==> src/rtl/gei_pkg.sv <==
package gei_pkg;
    localparam int SEL_W = 3;

    typedef enum logic [SEL_W-1:0] {
        EV_FALL = 3'd0,
        EV_RISE = 3'd1,
        EV_ANY  = 3'd2,
        EV_LOW  = 3'd3,
        EV_HIGH = 3'd4
    } ev_mode_e;

    localparam int OFS_ENA  = 'h20;
    localparam int OFS_DIS  = 'h24;
    localparam int OFS_MASK = 'h28;
    localparam int OFS_STAT = 'h2C;
endpackage

==> src/rtl/gei_line_detect.sv <==
module gei_line_detect
    import gei_pkg::*;
(
    input  logic [SEL_W-1:0] mode,
    input  logic             prev,
    input  logic             cur,
    output logic             hit
);
    always_comb begin
        case (mode)
            EV_FALL: hit = prev & ~cur;
            EV_RISE: hit = ~prev & cur;
            EV_ANY:  hit = prev ^ cur;
            EV_LOW:  hit = ~cur;
            EV_HIGH: hit = cur;
            default: hit = 1'b0;
        endcase
    end
endmodule

==> src/rtl/gei_event_array.sv <==
module gei_event_array
    import gei_pkg::*;
#(
    parameter int NLINES = 32
) (
    input  logic [NLINES-1:0]       line_cur,
    input  logic [NLINES-1:0]       line_prev,
    input  logic [NLINES*SEL_W-1:0] evt_sel,
    output logic [NLINES-1:0]       events
);
    for (genvar i = 0; i < NLINES; i++) begin : g_line
        gei_line_detect u_det (
            .mode (evt_sel[i*SEL_W +: SEL_W]),
            .prev (line_prev[i]),
            .cur  (line_cur[i]),
            .hit  (events[i])
        );
    end
endmodule

==> src/rtl/gei_reg_core.sv <==
module gei_reg_core
    import gei_pkg::*;
#(
    parameter int NLINES = 32,
    parameter int ADDR_W = 8
) (
    input  logic              clk,
    input  logic              rst_n,
    input  logic [NLINES-1:0] events,
    input  logic              reg_wr,
    input  logic              reg_rd,
    input  logic [ADDR_W-1:0] reg_addr,
    input  logic [NLINES-1:0] reg_wdata,
    output logic [NLINES-1:0] reg_rdata,
    output logic [NLINES-1:0] mask_q,
    output logic [NLINES-1:0] status_q
);
    localparam logic [ADDR_W-1:0] A_ENA  = ADDR_W'(OFS_ENA);
    localparam logic [ADDR_W-1:0] A_DIS  = ADDR_W'(OFS_DIS);
    localparam logic [ADDR_W-1:0] A_MASK = ADDR_W'(OFS_MASK);
    localparam logic [ADDR_W-1:0] A_STAT = ADDR_W'(OFS_STAT);

    typedef struct packed {
        logic [NLINES-1:0] mask;
        logic [NLINES-1:0] status;
    } core_t;

    core_t cs_q, cs_d;
    logic  rd_stat;

    always_comb begin
        cs_d      = cs_q;
        reg_rdata = '0;
        rd_stat   = reg_rd && (reg_addr == A_STAT);

        if (reg_rd) begin
            if (reg_addr == A_MASK)
                reg_rdata = cs_q.mask;
            else if (reg_addr == A_STAT)
                reg_rdata = cs_q.status;
        end

        if (reg_wr) begin
            if (reg_addr == A_ENA)
                cs_d.mask = cs_q.mask | reg_wdata;
            else if (reg_addr == A_DIS)
                cs_d.mask = cs_q.mask & ~reg_wdata;
        end

        // clear-on-read first, then new events, so a coincident event survives
        cs_d.status = (rd_stat ? '0 : cs_q.status) | events;

        if (!rst_n)
            cs_d = '0;
    end

    always_ff @(posedge clk) begin
        cs_q <= cs_d;
    end

    assign mask_q   = cs_q.mask;
    assign status_q = cs_q.status;
endmodule

==> src/rtl/gpio_evt_irq.sv <==
module gpio_evt_irq
    import gei_pkg::*;
#(
    parameter int NLINES = 32,
    parameter int ADDR_W = 8
) (
    input  logic                    clk,
    input  logic                    rst_n,
    input  logic [NLINES-1:0]       line_in,
    input  logic [NLINES*SEL_W-1:0] evt_sel,
    input  logic                    reg_wr,
    input  logic                    reg_rd,
    input  logic [ADDR_W-1:0]       reg_addr,
    input  logic [NLINES-1:0]       reg_wdata,
    output logic [NLINES-1:0]       reg_rdata,
    output logic                    irq
);
    logic [NLINES-1:0] prev_q, prev_d;
    logic [NLINES-1:0] events;
    logic [NLINES-1:0] mask_q;
    logic [NLINES-1:0] status_q;

    // in reset and in operation alike the sample register follows the input,
    // so the first cycle after reset compares the input with itself
    always_comb begin
        prev_d = line_in;
    end

    always_ff @(posedge clk) begin
        prev_q <= prev_d;
    end

    gei_event_array #(.NLINES(NLINES)) u_events (
        .line_cur  (line_in),
        .line_prev (prev_q),
        .evt_sel   (evt_sel),
        .events    (events)
    );

    gei_reg_core #(.NLINES(NLINES), .ADDR_W(ADDR_W)) u_regs (
        .clk       (clk),
        .rst_n     (rst_n),
        .events    (events),
        .reg_wr    (reg_wr),
        .reg_rd    (reg_rd),
        .reg_addr  (reg_addr),
        .reg_wdata (reg_wdata),
        .reg_rdata (reg_rdata),
        .mask_q    (mask_q),
        .status_q  (status_q)
    );

    assign irq = |(status_q & mask_q);
endmodule

==> config.mk <==
export PLATFORM = sky130hd
export DESIGN_NAME = gpio_evt_irq
export DESIGN_NICKNAME = d
export VERILOG_FILES = /design/src/rtl/gei_pkg.sv /design/src/rtl/gei_line_detect.sv /design/src/rtl/gei_event_array.sv /design/src/rtl/gei_reg_core.sv /design/src/rtl/gpio_evt_irq.sv
export SDC_FILE = /design/constraint.sdc
export NUM_CORES = 1
export LEC_CHECK = 0
export ABC_AREA = 1
export ABC_CLOCK_PERIOD_IN_PS = 1200
export BUFFER_PORTS_ARGS = -buffer_cell sky130_fd_sc_hd__buf_4
export CAP_MARGIN = 0
export CORE_ASPECT_RATIO = 0.6
export CORE_MARGIN = 2
export CORE_UTILIZATION = 53
export DETAILED_ROUTE_END_ITERATION = 8
export PLACE_DENSITY = 0.79
export SLEW_MARGIN = 20
export SYNTH_ARGS = -nofsm -noshare
export SYNTH_HDL_FRONTEND = slang
export SYNTH_SLANG_ARGS = --single-unit
export TNS_END_PERCENT = 5
==> constraint.sdc <==
create_clock -name clk -period 1.2 [get_ports clk]
set_input_delay 0.12 -clock clk [delete_from_list [all_inputs] [get_ports clk]]
set_output_delay 0.12 -clock clk [all_outputs]
set_load 0.01 [all_outputs]
==> metrics.md, run 1 <==
| Metric | Value |
|---|---|
| Status | finished, violations left |
| Failing checks | setup timing |
| CTS Buffer Depth | 2 |
| CTS root buf | clkbuf_16 |
| Setup slack after placement | -0.417 ns |
| Yosys cell types | 21 |
| Initial core utilization | 54.8% |
| Util after Layout | 74.9% |
| Sequential share of power | 42.9% |
| Max VDD drop | 0.780 mV |
| Least-Margin Pin Slew | 0.538 ns |
| Worst clock skew | 0.00627 ns |
| Number of global-route vias before repair | 7163 |
| Setup Fix Bufs, Post-CTS | 0 |
| Rows | 32 |
| Ant. Diodes | 0 |
| Tcrit/Tclk final | 123% |
| Comb pwr share | 21.9% |
| Leak | 5.53 nW |
| Total power | 0.00806 W |
| Synth top area cells | dfxtp_1 27%, nand2_1 18%, inv_1 16% |
| HP Class | in -> reg |
| Area fraction of the dominant cell type after synthesis | 27.1% |
| Arrival @ worst endpoint | 1.35 ns |
| Net Sw Frac | 28.5% |
| Number of DRC markers in iteration 0 | 594 |
| Core area | 12900 µm² |
| CTS sink cnt | 96 |
| Most frequent cells after synthesis | 342 x nand2_1, 310 x inv_1, 116 x nand3_1 |
| Num CTS Buffers | 9 |
| WS Path Type | reg -> out |
| Worst Setup Slack, final | -0.271 ns |
| Predominant post-synthesis flop cell | dfxtp_1 |
| Synth Register Bits | 96 |
| TritonCTS clock tree | done |
| Mapped Cells | 1182 |
| Clock latency on the worst-skew pair | 0.34 ns |
| Gr ovfl total | 0 |
| Share of the yosys chip area belonging to registers | 27.1% |
| Slew HR | 64.1% |
| Asr flop ratio synth | 0% |
| Worst setup SP type | flip-flop |
| Syn nets | 1418 |
| Max Transition Viols Final | 0 |
| Max cap viols | 0 |
| RSZ-0062 raised after global routing | yes |
| Setup violators final | 33 |
| Synth Cell Area | 7090 µm² |
| Drt wl/cell | 12.6 µm |
| Antenna violations before repair | 0 |
| Dpl cells | 1554 |
| Drt first pass iters | 5 |
| Non-Filler Instances | 1602 |
| I/O pin cnt | 205 |
| Hold Violations, Final | 0 |
| Minimum clock period | 1.47 ns |
| Cell Int Power | 0.00576 W |
| Die height | 93.6 µm |
| WHS | 0.0630 ns |
| Vias | 7782 |
| GRT Total Usage | 28.3% |
| Largest net degree at the start of global routing | 52 |
| Switch Pwr | 0.00230 W |
| Area grow syn2layout | 36.6% |
| Nets@finish | 1663 |
| Average vias per placed instance | 4.86 |
| Die area | 14400 µm² |
| DPL Wire Length | 15300 µm |
| Clock power share | 35.2% |
| I/O Buffers | 204 |
| Leading area contributor after synthesis | dfxtp_1 |
| RePlAce Congestion | 0.836 |
| Avg Cell Area, Syn | 6.00 µm² |
| CP Max Fanout | 2 |
| Top-count cell post-synth | nand2_1 |
| Clk slew on worst S/H paths | 0.07 ns |
| # DRC | 0 |
| DIE WIDTH | 153 µm |
| Total Wirelength | 20200 µm |
| Share of layout cells above drive strength 1 | 21.0% |
| Post-synth EDFFs | 0 |
| WP data required | 1.08 ns |
| H-tree depth | 3 |
| Antenna violation net count after detailed routing | 0 |
| Pwr dens | 833 nW/µm² |
| Global-route wire length before repair | 33400 µm |
| Synth Warn # | 0 |
| Setup crit end kind | primary output |
| FMAX | 0.680 GHz |
==> cells in the final DEF, fill, tap and decap left out, types with 2 or more instances in the layout <==
cell type / instances
a21oi_1: 12
buf_12: 4
buf_4: 231
buf_6: 3
clkbuf_16: 9
clkbuf_8: 2
clkinv_4: 3
dfxtp_1: 79
dfxtp_2: 17
dlygate4sd3_1: 31
ha_1: 64
inv_1: 303
inv_2: 8
nand2_1: 336
nand2_2: 8
nand3_1: 116
nand4_1: 65
nor2_1: 68
nor2_4: 4
o21ai_0: 11
o21ai_1: 13
o21ai_2: 8
o21bai_1: 23
o22ai_1: 9
==> worst max-delay path, stage by stage (launching register included) <==
cell	delay [ns]
dfxtp_1	0.31
inv_1	0.09
o21ai_0	0.08
nor2_1	0.11
nand2_1	0.09
nor2_1	0.11
nand2_1	0.08
buf_6	0.13
==> path summary, 6_finish.rpt <==
kind                                         end  slack, ns  cells after the start                     startpoint
setup / recovery                             irq      -0.27                      7  u_regs.status_q[7]$_SDFF_PN0_
hold / removal    u_regs.status_q[10]$_SDFF_PN0_       0.06                      4                    evt_sel[32]
setup reg to reg  u_regs.status_q[24]$_SDFF_PN0_       0.08                      6             prev_q[24]$_DFF_P_
hold reg to reg                        flip-flop       0.54                      4                      flip-flop
==> metrics by stage <==
stage | setup TNS [ns] | cell area (µm²)
floorplan | 0 | 7090
detailed placement | -10.42 | 8980
CTS | -4.23 | 9640
global placement | -9.39 | 8980
global route | -7.40 | 9680
finish | -4.53 | 9680
==> per-layer routing <==
| metal | GRT usage [%] | vias up | wire (µm) |
|---|---|---|---|
| li1 | - | 4078 | - |
| met1 | 40.7 | 3423 | 9850 |
| met2 | 44.7 | 264 | 8520 |
| met3 | 5.75 | 17 | 1610 |
| met4 | 4.32 | 0 | 212 |
| met5 | 0 | - | 0 |
==> power groups by stage <==
| stage | sequential [W] | clock, W | combinational [W] |
|---|---|---|---|
| 2_1_floorplan | 0.00350 | 0 | 0.000837 |
| 3_3_place_gp | 0.00351 | 0 | 0.00161 |
| 3_5_place_dp | 0.00352 | 0 | 0.00165 |
| 4_1_cts | 0.00345 | 0.00287 | 0.00174 |
| 5_1_grt | 0.00348 | 0.00302 | 0.00201 |
| 6_report | 0.00346 | 0.00284 | 0.00177 |
==> layout make-up <==
class                      instances  area, µm²
tap                              170        213
clock inverter                     5       40.0
multi-input combinational        739       3900
clock buffer                      11        253
timing repair buffer             270       2170
inverter                         311       1170
sequential                        96       1940
fill                            1095       3250
==> kinds of logic after synthesis <==
kind of cell / after synthesis / share of synthesized area, %
flip-flops: 96 / 27.1
AO/OA/AOI/OAI: 77 / 6.41
AND/OR/NAND/NOR: 598 / 36.4
buffers and inverters: 347 / 18.8
adder cells (fa/ha/maj): 64 / 11.3
==> what timing repair did <==
item,4_1_cts,5_1_grt
endpoints found under the hold margin,32,0
endpoints found under the setup margin,33,41
pin swaps,5,16
gates resized for setup,30,36
hold buffers,32,0
Power figures use the tool's default switching activity.
==> inputs of run 2 (changes only) <==
--- a/config.mk
+++ b/config.mk
@@ -5,13 +5,12 @@
 export SDC_FILE = /design/constraint.sdc
 export NUM_CORES = 1
 export LEC_CHECK = 0
-export ABC_AREA = 1
 export ABC_CLOCK_PERIOD_IN_PS = 1200
 export BUFFER_PORTS_ARGS = -buffer_cell sky130_fd_sc_hd__buf_4
 export CAP_MARGIN = 0
 export CORE_ASPECT_RATIO = 0.6
 export CORE_MARGIN = 2
-export CORE_UTILIZATION = 53
+export CORE_UTILIZATION = 52
 export DETAILED_ROUTE_END_ITERATION = 8
 export PLACE_DENSITY = 0.79
 export SLEW_MARGIN = 20
==> run 2 against run 1 <==
The flow still finishes with violations (setup timing). Synthesized area is 8.9% lower. Maximum frequency decreased by 19%. Critical path depth is 3 lower. Highest routed layer unchanged. Core utilization rose by 5.8 points. Cell count down 25%. Setup slack worse by 0.34 ns.
==> metrics.md, run 2 <==
| Metric | Value |
|---|---|
| Status | finished, violations left |
| Failing checks | setup timing |
| DPL Wire Length | 16100 µm |
| Worst Setup Slack, final | -0.608 ns |
| TritonCTS clock tree | done |
| Minimum clock period | 1.81 ns |
| FF/Latch Area | 1970 µm² |
| Gr ovfl total | 0 |
| DIE WIDTH | 148 µm |
| Die area | 13400 µm² |
| Area grow syn2layout | 51.2% |
| RePlAce Congestion | 0.895 |
| Predominant post-synthesis flop cell | dfxtp_1 |
| Number of global-route vias before repair | 7136 |
| Synth top area cells | dfxtp_1 30%, ha_1 12%, a22o_1 8.7% |
| Most frequent cells in the layout | 311 x buf_4, 92 x inv_1, 64 x a31oi_1, 63 x a22o_1, 61 x dfxtp_1 |
| Hold Violations, Final | 0 |
| # DRC | 0 |
| Worst setup SP type | flip-flop |
| H-tree depth | 3 |
| HP Class | in -> reg |
| Tcrit/Tclk final | 151% |
| CP Max Fanout | 2 |
| Initial core utilization | 53.4% |
| Synth Cell Area | 6460 µm² |
| Worst clock skew | 0.00890 ns |
| Max cap viols | 0 |
| GRT Total Usage | 31.6% |
| Setup crit end kind | primary output |
| Nets@finish | 1267 |
| Ant. Diodes | 0 |
| Total Wirelength | 22000 µm |
| Num CTS Buffers | 9 |
| WS Path Type | reg -> out |
| Setup violators final | 65 |
| Slew HR | 60.6% |
| Most frequent cells after synthesis | 96 x dfxtp_1, 96 x inv_1, 64 x a22o_1, 64 x a31oi_1, 64 x ha_1 |
| Multi-input logic area | 4130 µm² |
| CTS root buf | clkbuf_16 |
| Setup slack after placement | -0.377 ns |
| Syn nets | 949 |
| Synth Warn # | 0 |
| Max Transition Viols Final | 0 |
| FMAX | 0.553 GHz |
| Die height | 90.3 µm |
| # fillers | 765 |
| Drt first pass iters | 5 |
| Avg Cell Area, Syn | 9.06 µm² |
| I/O pin cnt | 205 |
| Leading area contributor after synthesis | dfxtp_1 |
| Rows | 31 |
| Asr flop ratio synth | 0% |
| Most common cell after layout, fill and taps aside | buf_4 |
| Vias | 7028 |
| Max VDD drop | 0.930 mV |
| Synth Register Bits | 96 |
| Share of the yosys chip area belonging to registers | 29.8% |
| WHS | 0.00463 ns |
| Dpl cells | 1158 |
| Yosys cell types | 27 |
| Clk slew on worst S/H paths | 0.07 ns |
| Leak | 4.74 nW |
| Antenna violations before repair | 0 |
| Post-synth EDFFs | 0 |
| Pwr dens | 875 nW/µm² |
| Largest net degree at the start of global routing | 35 |
| I/O Buffers | 204 |
| Area fraction of the dominant cell type after synthesis | 29.8% |
| Least-Margin Pin Slew | 0.583 ns |
| CTS Buffer Depth | 2 |
| Util after Layout | 80.7% |
| Number of DRC markers in iteration 0 | 491 |
| Mapped Cells | 713 |
| Average vias per placed instance | 5.85 |
| Antenna violation net count after detailed routing | 0 |
| Global-route wire length before repair | 34400 µm |
| RSZ-0062 raised after global routing | yes |
| Non-Filler Instances | 1201 |
| CTS sink cnt | 96 |
| Drt wl/cell | 18.3 µm |
| Share of layout cells above drive strength 1 | 44.8% |
| Arrival @ worst endpoint | 1.69 ns |
| Core area | 12100 µm² |
| Clock latency on the worst-skew pair | 0.34 ns |
| WP data required | 1.08 ns |
-- run 2: kinds of logic after synthesis --
family | count (synthesis) | share of synthesized area (%)
AOI/OAI and AO/OA | 208 | 25.4
muxes | 64 | 10.5
DFF | 96 | 29.8
and+or+nand+nor | 144 | 12.9
buffers and inverters | 137 | 9.05
adders and majority gates | 64 | 12.4
-- run 2: path summary, 6_finish.rpt --
check        slack, ns         startpoint                             to  cells after the start
min              0.005         line_in[6]              prev_q[6]$_DFF_P_                      2
min reg2reg       0.65          flip-flop                      flip-flop                      3
max reg2reg      -0.19  prev_q[2]$_DFF_P_  u_regs.status_q[2]$_SDFF_PN0_                      5
max              -0.61          flip-flop                            irq                      4
-- run 2: critical path: stages, from the launching register on --
cell and delay (ns):
dfxtp_2 0.33, a22oi_2 0.23, nand4_1 0.12, or4_4 0.53, buf_6 0.14
-- run 2: power by group --
part / total [W] / internal (W) / switching [W]
Clock: 0.00315 / 0.00188 / 0.00126
Combinational: 0.00190 / 0.00109 / 0.000814
Sequential: 0.00350 / 0.00336 / 0.000136
-- run 2: repair_timing --
action | CTS | global route
resized for setup | 27 | 25
hold endpoints to repair | 23 | 1
setup endpoints to repair | 83 | 97
buffers inserted | 1 | 1
hold buffers | 23 | 1
pin swaps | 31 | 13
cloned | 1 | 0
-- run 2: area by class of cell --
class / instances / share of cell area (%)
Inverter: 96 / 3.69
Tap cell: 165 / 2.11
Timing Repair Buffer: 348 / 28.4
Multi-Input combinational cell: 480 / 42.3
Clock inverter: 5 / 0.820
Clock buffer: 11 / 2.49
Sequential cell: 96 / 20.1
-- run 2: per-layer routing --
metal	track usage (%)	vias up	routed length, µm
li1	-	3260	-
met1	39.8	3382	9410
met2	53.4	328	10200
met3	7.53	58	1800
met4	10.7	0	602
met5	0	-	0
-- run 2: stage by stage --
stage / total power, W / setup TNS (ns) / area [µm²]
after floorplan: 0.00425 / -4.34 / 6550
after global placement: 0.00516 / -24.72 / 8980
after detailed placement: 0.00531 / -29.15 / 8980
after CTS: 0.00850 / -14.36 / 9670
after global routing: 0.00886 / -17.33 / 9770
final: 0.00854 / -14.37 / 9770
==> inputs of run 3 (changes only) <==
--- a/config.mk
+++ b/config.mk
@@ -5,14 +5,16 @@
 export SDC_FILE = /design/constraint.sdc
 export NUM_CORES = 1
 export LEC_CHECK = 0
+export ABC_AREA = 1
 export ABC_CLOCK_PERIOD_IN_PS = 1200
 export BUFFER_PORTS_ARGS = -buffer_cell sky130_fd_sc_hd__buf_4
 export CAP_MARGIN = 0
 export CORE_ASPECT_RATIO = 0.6
 export CORE_MARGIN = 2
-export CORE_UTILIZATION = 52
+export CORE_UTILIZATION = 53
 export DETAILED_ROUTE_END_ITERATION = 8
 export PLACE_DENSITY = 0.79
+export SKIP_LAST_GASP = 1
 export SLEW_MARGIN = 20
 export SYNTH_ARGS = -nofsm -noshare
 export SYNTH_HDL_FRONTEND = slang
==> run 3 against run 2 <==
The flow still finishes with violations (setup timing). Maximum frequency increased by 22%. Setup slack improved by 0.33 ns. Clock-buffer cell count stayed put. Final area is 1.3% lower. Cell count grew 33%.
==> metrics.md, run 3 (same netlist as run 1, synthesis figures left out) <==
| Metric | Value |
|---|---|
| Largest net degree at the start of global routing | 52 |
| Average vias per placed instance | 4.86 |
| Initial core utilization | 54.8% |
| Hold Violations, Final | 0 |
| Antenna violation net count after detailed routing | 0 |
| TritonCTS clock tree | done |
| Worst clock skew | 0.00561 ns |
| Multi-input logic area | 3860 µm² |
| WS Path Type | reg -> out |
| Drt wl/cell | 12.6 µm |
| R2r endpoint | u_regs.status_q[24]$_SDFF_PN0_ |
| Clock latency on the worst-skew pair | 0.34 ns |
| Num CTS Buffers | 9 |
| Most frequent cells in the layout | 337 x nand2_1, 303 x inv_1, 233 x buf_4, 116 x nand3_1, 84 x dfxtp_1 |
| Max cap viols | 0 |
| I/O pin cnt | 205 |
| Slowest-stage cell, CP | dfxtp_1 |
| Die area | 14400 µm² |
| RSZ-0062 raised after global routing | yes |
| Pwr dens | 836 nW/µm² |
| Worst setup SP type | flip-flop |
| WHS Path Cells | 4 |
| Setup violators final | 34 |
| HP Class | in -> reg |
| CTS root buf | clkbuf_16 |
| Clock power share | 35.2% |
| Drt first pass iters | 5 |
| Die height | 93.6 µm |
| Comb pwr share | 21.8% |
| WP data required | 1.08 ns |
| Cell area after layout | 9640 µm² |
| I/O Buffers | 204 |
| Critical path, cell by cell | inv_1, o21ai_0, nor2_1, nand2_1, nor2_1, nand2_1, buf_6 |
| CP Max Fanout | 2 |
| Cell Int Power | 0.00576 W |
| # fillers | 1106 |
| Crit path buf inv count | 2 |
| Antenna violations before repair | 0 |
| Total Wirelength | 20200 µm |
| RePlAce Congestion | 0.836 |
| Setup slack after placement | -0.417 ns |
| Top delay family on crit path | simple AND/OR/NAND/NOR gates |
| FF/Latch Area | 1940 µm² |
| Least-Margin Pin Slew | 0.540 ns |
| FMAX | 0.677 GHz |
| Vias | 7791 |
| Gr ovfl total | 0 |
| Worst Setup Slack, final | -0.277 ns |
| Arrival @ worst endpoint | 1.36 ns |
| Reg2reg start | prev_q[24]$_DFF_P_ |
| CTS Buffer Depth | 2 |
| Area grow syn2layout | 35.9% |
| Clk slew on worst S/H paths | 0.07 ns |
| DPL Wire Length | 15300 µm |
| Max Transition Viols Final | 0 |
| Minimum clock period | 1.48 ns |
| Dpl cells | 1554 |
| DP Area | 8980 µm² |
| Nets@finish | 1663 |
| H-tree depth | 3 |
| Number of DRC markers in iteration 0 | 537 |
| Number of global-route vias before repair | 7145 |
| Setup Fix Bufs, Post-CTS | 0 |
| Leak | 5.51 nW |
| Switch Pwr | 0.00230 W |
| GRT Total Usage | 28.3% |
| Most common cell after layout, fill and taps aside | nand2_1 |
| Max VDD drop | 0.779 mV |
| Tcrit/Tclk final | 123% |
| Sequential share of power | 42.9% |
| Crit-path max cell delay | 0.31 ns |
| Slew HR | 63.9% |
| Worst-case reg-to-reg path depth | 6 |
| Reg2Reg Setup Slack | 0.07 ns |
| Status | finished, violations left |
| Rows | 32 |
| Share of layout cells above drive strength 1 | 20.0% |
| Setup crit end kind | primary output |
| Non-Filler Instances | 1602 |
| Global-route wire length before repair | 33400 µm |
| # DRC | 0 |
| WHS Endpoint | u_regs.status_q[10]$_SDFF_PN0_ |
| DIE WIDTH | 153 µm |
| CTS sink cnt | 96 |
| Net Sw Frac | 28.6% |
| Core area | 12900 µm² |
| Ant. Diodes | 0 |
| Failing checks | setup timing |
| Min-delay src | evt_sel[32] |
[run 3: changes by cell type in the layout (fill, tap and decap cells not counted), sizes merged, moves of 64 or more]
cell and change:
a31oi -64, nand2 +309, inv +216, buf -85, nand3 +117, a22o -64
[run 3: final cells by class]
type                            instances  area share (%)
Sequential cell                        96            20.1
Multi-Input combinational cell        739            40.1
Clock inverter                          5           0.416
Timing Repair Buffer                  270            22.4
Inverter                              311            12.1
Clock buffer                           11            2.62
Tap cell                              170            2.21
[run 3: power groups by stage]
stage	Sequential, W	Combinational [W]	Clock [W]
6_report	0.00346	0.00176	0.00284
5_1_grt	0.00348	0.00201	0.00302
4_1_cts	0.00345	0.00174	0.00287
3_5_place_dp	0.00352	0.00165	0
3_3_place_gp	0.00351	0.00161	0
2_1_floorplan	0.00350	0.000837	0
[run 3: tightest hold or removal path: cells and delay by family]
| family | cells | cell delay, ns |
|---|---|---|
| simple gates | 2 | 0.13 |
| compound gates | 1 | 0.03 |
| buf+inv | 1 | 0.09 |
[run 3: what timing repair did]
| action | 4_1_cts | 5_1_grt |
|---|---|---|
| pin swaps | 4 | 14 |
| endpoints found under the setup margin | 33 | 41 |
| hold endpoints to repair | 32 | 0 |
| gates resized for setup | 6 | 32 |
| hold buffers | 32 | 0 |
[run 3: through the flow]
| step | TNS, ns | utilization (%) | hold WS (ns) | power [W] |
|---|---|---|---|---|
| after floorplan | 0 | - | 0.148 | 0.00433 |
| after global placement | -9.39 | 69.4 | 0.263 | 0.00512 |
| after detailed placement | -10.42 | 69.4 | 0.262 | 0.00517 |
| after CTS | -5.61 | 74.2 | 0.0572 | 0.00806 |
| after global routing | -8.30 | 74.5 | 0.0749 | 0.00851 |
| final | -5.53 | 74.5 | 0.0620 | 0.00806 |
[run 3: routing by layer]
layer | share of wire, % | GRT usage (%) | up-vias
met5 | 0 | 0 | -
met4 | 0.92 | 4.32 | 0
met3 | 7.8 | 5.75 | 17
met2 | 42 | 44.7 | 265
met1 | 49 | 40.5 | 3431
li1 | - | - | 4078
[run 3: worst max path at each step]
stage	depth (start not counted)	to	from	slack, ns
floorplan	6	reg_rdata[30]	reg_addr[4]	0.06
global placement	8	reg_rdata[29]	reg_addr[4]	-0.40
detailed placement	8	reg_rdata[29]	reg_addr[4]	-0.42
CTS	7	irq	u_regs.status_q[23]$_SDFF_PN0_	-0.31
global route	7	irq	flip-flop	-0.33
finish	7	irq	u_regs.status_q[7]$_SDFF_PN0_	-0.28
